===== config.mk =====
export PLATFORM = sky130hd
export DESIGN_NAME = sample_conceal
export DESIGN_NICKNAME = d
export VERILOG_FILES = /design/src/rtl/sample_conceal_pkg.sv /design/src/rtl/sc_slot_store.sv /design/src/rtl/sc_resolve.sv /design/src/rtl/sample_conceal.sv
export SDC_FILE = /design/constraint.sdc
export NUM_CORES = 1
export LEC_CHECK = 0
export ABC_AREA = 1
export CAP_MARGIN = 30
export CORE_ASPECT_RATIO = 1.1
export CORE_UTILIZATION = 55
export CTS_CLUSTER_SIZE = 25
export DETAILED_ROUTE_END_ITERATION = 12
export DONT_BUFFER_PORTS = 1
export PLACE_DENSITY = 0.69
export SYNTH_ARGS = -nofsm -noshare
export SYNTH_HDL_FRONTEND = slang
export SYNTH_HIERARCHICAL = 1
export SYNTH_SLANG_ARGS = --single-unit

===== constraint.sdc =====
create_clock -name clk -period 3.7 [get_ports clk]
set_input_delay 0.74 -clock clk [delete_from_list [all_inputs] [get_ports clk]]
set_output_delay 0.74 -clock clk [all_outputs]
set_load 0.01 [all_outputs]

===== src/rtl/sample_conceal_pkg.sv =====
package sample_conceal_pkg;
  typedef enum logic [1:0] {
    RES_PASS   = 2'd0,
    RES_MID    = 2'd1,
    RES_HOLD   = 2'd2
  } res_kind_e;
endpackage


===== src/rtl/sc_slot_store.sv =====
module sc_slot_store #(
  parameter int W   = 16,
  parameter int NCH = 2,
  parameter int CW  = 1
) (
  input  logic         clk,
  input  logic         rst,
  input  logic [CW-1:0] rd_ch,
  output logic         rd_pend,
  output logic [W-1:0] rd_data,
  output logic         rd_err,
  output logic [W-1:0] rd_hist,
  input  logic         slot_we,
  input  logic [CW-1:0] wr_ch,
  input  logic [W-1:0] wr_data,
  input  logic         wr_err,
  input  logic         hist_we,
  input  logic [W-1:0] hist_val
);
  logic [W-1:0] slot_mem [NCH];
  logic         slot_err [NCH];
  logic         slot_pend [NCH];
  logic [W-1:0] hist_mem [NCH];

  always_ff @(posedge clk) begin
    if (slot_we) begin
      slot_mem[wr_ch] <= wr_data;
      slot_err[wr_ch] <= wr_err;
    end
  end

  always_ff @(posedge clk) begin
    if (rst) begin
      for (int i = 0; i < NCH; i++) begin
        slot_pend[i] <= 1'b0;
        hist_mem[i]  <= '0;
      end
    end else begin
      if (slot_we) slot_pend[wr_ch] <= 1'b1;
      if (hist_we) hist_mem[wr_ch]  <= hist_val;
    end
  end

  assign rd_pend = slot_pend[rd_ch];
  assign rd_data = slot_mem[rd_ch];
  assign rd_err  = slot_err[rd_ch];
  assign rd_hist = hist_mem[rd_ch];
endmodule


===== src/rtl/sc_resolve.sv =====
module sc_resolve
  import sample_conceal_pkg::*;
#(
  parameter int W = 16
) (
  input  logic [W-1:0] pend_data,
  input  logic         pend_err,
  input  logic [W-1:0] hist,
  input  logic [W-1:0] next_data,
  input  logic         next_err,
  output logic [W-1:0] res_data,
  output logic         res_conceal,
  output res_kind_e    res_kind
);
  localparam int SW = W + 1;
  logic signed [SW-1:0] sum_ext;

  assign sum_ext = $signed({hist[W-1], hist}) + $signed({next_data[W-1], next_data});

  always_comb begin
    if (!pend_err)     res_kind = RES_PASS;
    else if (!next_err) res_kind = RES_MID;
    else               res_kind = RES_HOLD;
    unique case (res_kind)
      RES_MID:  res_data = sum_ext[SW-1:1];
      RES_HOLD: res_data = hist;
      default:  res_data = pend_data;
    endcase
    res_conceal = (res_kind != RES_PASS);
  end
endmodule


===== src/rtl/sample_conceal.sv =====
module sample_conceal
  import sample_conceal_pkg::*;
#(
  parameter int W   = 16,
  parameter int NCH = 2,
  localparam int CW = (NCH > 1) ? $clog2(NCH) : 1
) (
  input  logic          clk,
  input  logic          rst,
  input  logic          in_valid,
  output logic          in_ready,
  input  logic [W-1:0]  in_data,
  input  logic          in_err,
  input  logic [CW-1:0] in_chan,
  output logic          out_valid,
  input  logic          out_ready,
  output logic [W-1:0]  out_data,
  output logic [CW-1:0] out_chan,
  output logic          conceal_flag
);
  logic         accept;
  logic         release_now;
  logic         rd_pend;
  logic [W-1:0] rd_data;
  logic         rd_err;
  logic [W-1:0] rd_hist;
  logic [W-1:0] res_data;
  logic         res_conceal;
  res_kind_e    res_kind;

  assign in_ready    = !out_valid || out_ready;
  assign accept      = in_valid && in_ready;
  assign release_now = accept && rd_pend;

  sc_slot_store #(.W(W), .NCH(NCH), .CW(CW)) u_store (
    .clk      (clk),
    .rst      (rst),
    .rd_ch    (in_chan),
    .rd_pend  (rd_pend),
    .rd_data  (rd_data),
    .rd_err   (rd_err),
    .rd_hist  (rd_hist),
    .slot_we  (accept),
    .wr_ch    (in_chan),
    .wr_data  (in_data),
    .wr_err   (in_err),
    .hist_we  (release_now),
    .hist_val (res_data)
  );

  sc_resolve #(.W(W)) u_resolve (
    .pend_data   (rd_data),
    .pend_err    (rd_err),
    .hist        (rd_hist),
    .next_data   (in_data),
    .next_err    (in_err),
    .res_data    (res_data),
    .res_conceal (res_conceal),
    .res_kind    (res_kind)
  );

  always_ff @(posedge clk) begin
    if (rst) begin
      out_valid    <= 1'b0;
      out_data     <= '0;
      out_chan     <= '0;
      conceal_flag <= 1'b0;
    end else if (release_now) begin
      out_valid    <= 1'b1;
      out_data     <= res_data;
      out_chan     <= in_chan;
      conceal_flag <= res_conceal;
    end else if (out_ready) begin
      out_valid    <= 1'b0;
      conceal_flag <= 1'b0;
    end
  end
endmodule


==> impl_metrics.py <==
metrics = {
    "synthesis": {
        "yosysSeqAreaShare": 0.464,
        "yosys_warnings": 6,
        "synth_cell_types": 33,
        "synth_nets": 705,
        "synth_seq_cells": 87,
        "synth_area_per_cell_sq_um": 7.76,
        "netlist_instances": 667,
        "netlist_area_sq_um": 5170,
    },
    "setup_path": {
        "critPathLaunchType": "input port",
        "arrival_ns": 2.64,
        "path_class": "in2reg",
        "crit_path_max_incr_delay_ns": 0.43,
        "cp-end-kind": "register",
        "crit_buf_inv": 3,
        "cpMostUsedCell": "nand2_1",
        "crit_chain": "o21ai_0 > inv_1 > fa_1 > inv_1 > nand2_1 > nand2_1 > nand3_1 > nand2_2 > nand2_1 > nand2_1 > nand2_1 > nand3_1 > nand2_1 > inv_1 > nor2_1",
        "worst_path_dominant_cell_family": "simple AND/OR/NAND/NOR gates",
        "slowest_stage": "fa_1",
        "worst-path-max-fanout": 73,
        "cp.required_ns": 3.83,
    },
    "cts": {
        "cts_tree": "built",
        "h-tree-depth": 3,
        "root_buffer": "clkbuf_8",
        "numCtsBuffers": 9,
        "insertion_delay_ns": 0.37,
        "cts-hold-fix-buffers": 0,
        "cts_max_path_buffers": 2,
        "cts_resized": 0,
        "clock-sinks": 87,
        "clkTransAtPathRegs_ns": 0.09,
        "cts_setup_buffers": 0,
    },
    "timing": {
        "finalHoldViolations": 0,
        "min_period_over_period": 0.680,
        "finalClockSkew_ns": 0.0158,
        "worst_pin_slew_ns": 0.907,
        "tns_ns": 0,
        "fmax_mhz": 397,
        "drv_slew": 0,
        "rsz0062_at_grt": "no",
        "finalSetupViolations": 0,
        "period_minus_slack_ns": 2.52,
        "relSlewSlack": 0.395,
    },
    "routing": {
        "dr_total_vias": 4059,
        "drc_errors": 0,
        "ant_nets": 0,
        "firstDrtPassIters": 5,
        "wl_um": 11300,
        "wl_per_cell_um": 14.5,
        "via_per_inst": 5.20,
        "drtIter0Drc": 263,
    },
    "pwr": {
        "powerDensity_nw_per_um2": 400,
        "ir_worst_vdd_uv": 234,
        "power.leakage_nw": 2.64,
        "fin_total_pwr_mw": 2.15,
    },
    "placed_design": {
        "dp_hpwl_um": 7800,
        "portBuffers": 0,
        "place_congestion": 0.880,
    },
    "floorplan": {
        "rows": 36,
        "ios": 42,
        "die_y_um": 104,
        "initial_core_util": 0.574,
        "coreArea_sq_um": 9010,
        "die_w_um": 94.5,
        "die-area_sq_um": 9800,
    },
    "grt": {
        "grt_pass1_vias": 4002,
        "grt_pass1_wl_um": 18800,
        "globalRouteOverflowTotal": 0,
        "antenna_found_initial": 0,
        "grt_max_degree": 74,
        "grtUsageTotal": 0.251,
    },
    "cells_and_area": {
        "fillers": 853,
        "num_antenna_cells": 0,
        "finish.utilization": 0.596,
        "area_growth_pct": 3.68,
        "drive_above_1_share": 0.0901,
        "nNetsFinal": 699,
    },
    "status": {
        "status": "completed",
    },
    "flow_run": {
        "drv_cap": 0,
    },
    "hold_path": {
        "hp-class": "in2reg",
    },
}
[final timing paths]
kind	start	endpoint	slack [ns]	cells past startpoint
min	rst	u_store/slot_pend[1]	0.43	1
max	in_chan	u_store/hist_mem[0][9]	1.18	15
min reg2reg	u_store/slot_pend[0]	u_store/slot_pend[0]	0.46	2
max reg2reg	u_store/hist_mem[0][0]	u_store/hist_mem[0][9]	1.24	16
[flip-flops by register name, indices dropped and copies added (netlist names)]
signal / count
out_valid: 1
u_store/slot_pend: 2
u_store/slot_mem: 32
conceal_flag: 1
out_data: 16
out_chan: 1
u_store/slot_err: 2
u_store/hist_mem: 32
[final cells by class]
type	instances	area, sq um	share of cell area
sequential	87	2400	0.448
multi-input combinational	390	1970	0.368
inverter	168	631	0.118
clock buffer	13	163	0.0303
tap	114	143	0.0266
timing repair buffer	5	37.5	0.00700
clock inverter	3	16.3	0.00303
[worst reg2reg max path, cell delays in order (launching register included)]
cell and delay (ns):
edfxtp_1 0.34, inv_1 0.04, o21ai_0 0.25, nand2_1 0.14, fa_1 0.37, inv_1 0.09
nand2_1 0.09, nand2_1 0.14, nand3_1 0.10, nand2_2 0.11, nand2_1 0.09, nand2_1 0.06
nand2_1 0.04, nand3_1 0.06, nand2_1 0.13, inv_1 0.12, nor2_1 0.05
[routing by layer]
metal / global-route usage / share of wire
met4: 0.0898 / 0.022
met5: 0 / 0
met1: 0.326 / 0.45
met3: 0.0646 / 0.063
met2: 0.402 / 0.46
[cells by family (layout without fill, tap and decap cells)]
| kind of cell | Yosys count | in the layout | synth area share |
|---|---|---|---|
| AND/OR/NAND/NOR | 312 | 312 | 0.272 |
| buffers and inverters | 190 | 189 | 0.154 |
| flip-flops | 87 | 87 | 0.464 |
| AO/OA/AOI/OAI | 62 | 62 | 0.0694 |
| adder cells (fa/ha/maj) | 16 | 16 | 0.0401 |
[placed cells by master (no fill, tap or decap), drive strengths merged]
| master | count |
|---|---|
| dfxtp | 21 |
| nand3 | 29 |
| o221ai | 1 |
| and2 | 1 |
| edfxtp | 66 |
| nand2 | 193 |
| inv | 168 |
| o311ai | 1 |
| or2 | 3 |
| buf | 5 |
| a21oi | 13 |
| nor3 | 4 |
| fa | 1 |
| nand4 | 18 |
| clkinv | 3 |
| o21ai | 36 |
| ha | 15 |
| nand3b | 3 |
| a22o | 8 |
| a21boi | 3 |
| clkbuf | 13 |
| nor2 | 61 |
[metrics by stage]
stage / std cells / cell area (sq um) / hold WS (ns) / setup WS, ns
2_1_floorplan: 667 / 5170 / 0.427 / 1.04
3_3_place_gp: 764 / 5190 / 0.442 / 0.917
3_5_place_dp: 764 / 5190 / 0.444 / 0.878
4_1_cts: 780 / 5370 / 0.415 / 1.28
5_1_grt: 780 / 5370 / 0.421 / 0.946
6_report: 780 / 5370 / 0.435 / 1.18
[cell usage after synthesis]
cell type,instances,share of area
or2_4,1,0.0017
inv_1,161,0.12
ha_1,15,0.036
a21boi_0,3,0.0044
inv_2,6,0.0044
clkbuf_1,2,0.0015
nor2_4,1,0.0022
nand3_4,3,0.010
dfxtp_1,21,0.081
o21ai_1,4,0.0039
nand4_1,18,0.022
a22o_1,8,0.014
edfxtp_1,66,0.38
clkinv_1,1,0.00072
buf_6,9,0.020
or2_1,2,0.0024
nor2_2,11,0.013
a21oi_2,1,0.0017
fa_1,1,0.0039
o21ai_0,32,0.031
nand3_1,26,0.025
nand3b_1,3,0.0044
buf_4,2,0.0029
o311ai_0,1,0.0017
buf_2,8,0.0077
o221ai_1,1,0.0017
nand2_1,180,0.13
clkbuf_2,1,0.00097
nor3_2,4,0.0077
and2_1,1,0.0012
a21oi_1,12,0.012
nor2_1,49,0.036
nand2_2,13,0.016
[where the power goes]
part           internal, mW  switching (mW)  total (mW)
clock                 0.287           0.330       0.617
sequential             1.11          0.0282        1.13
combinational         0.127           0.269       0.396
total                  1.52           0.627        2.15
Note: power is estimated with default switching activity, not from simulation.
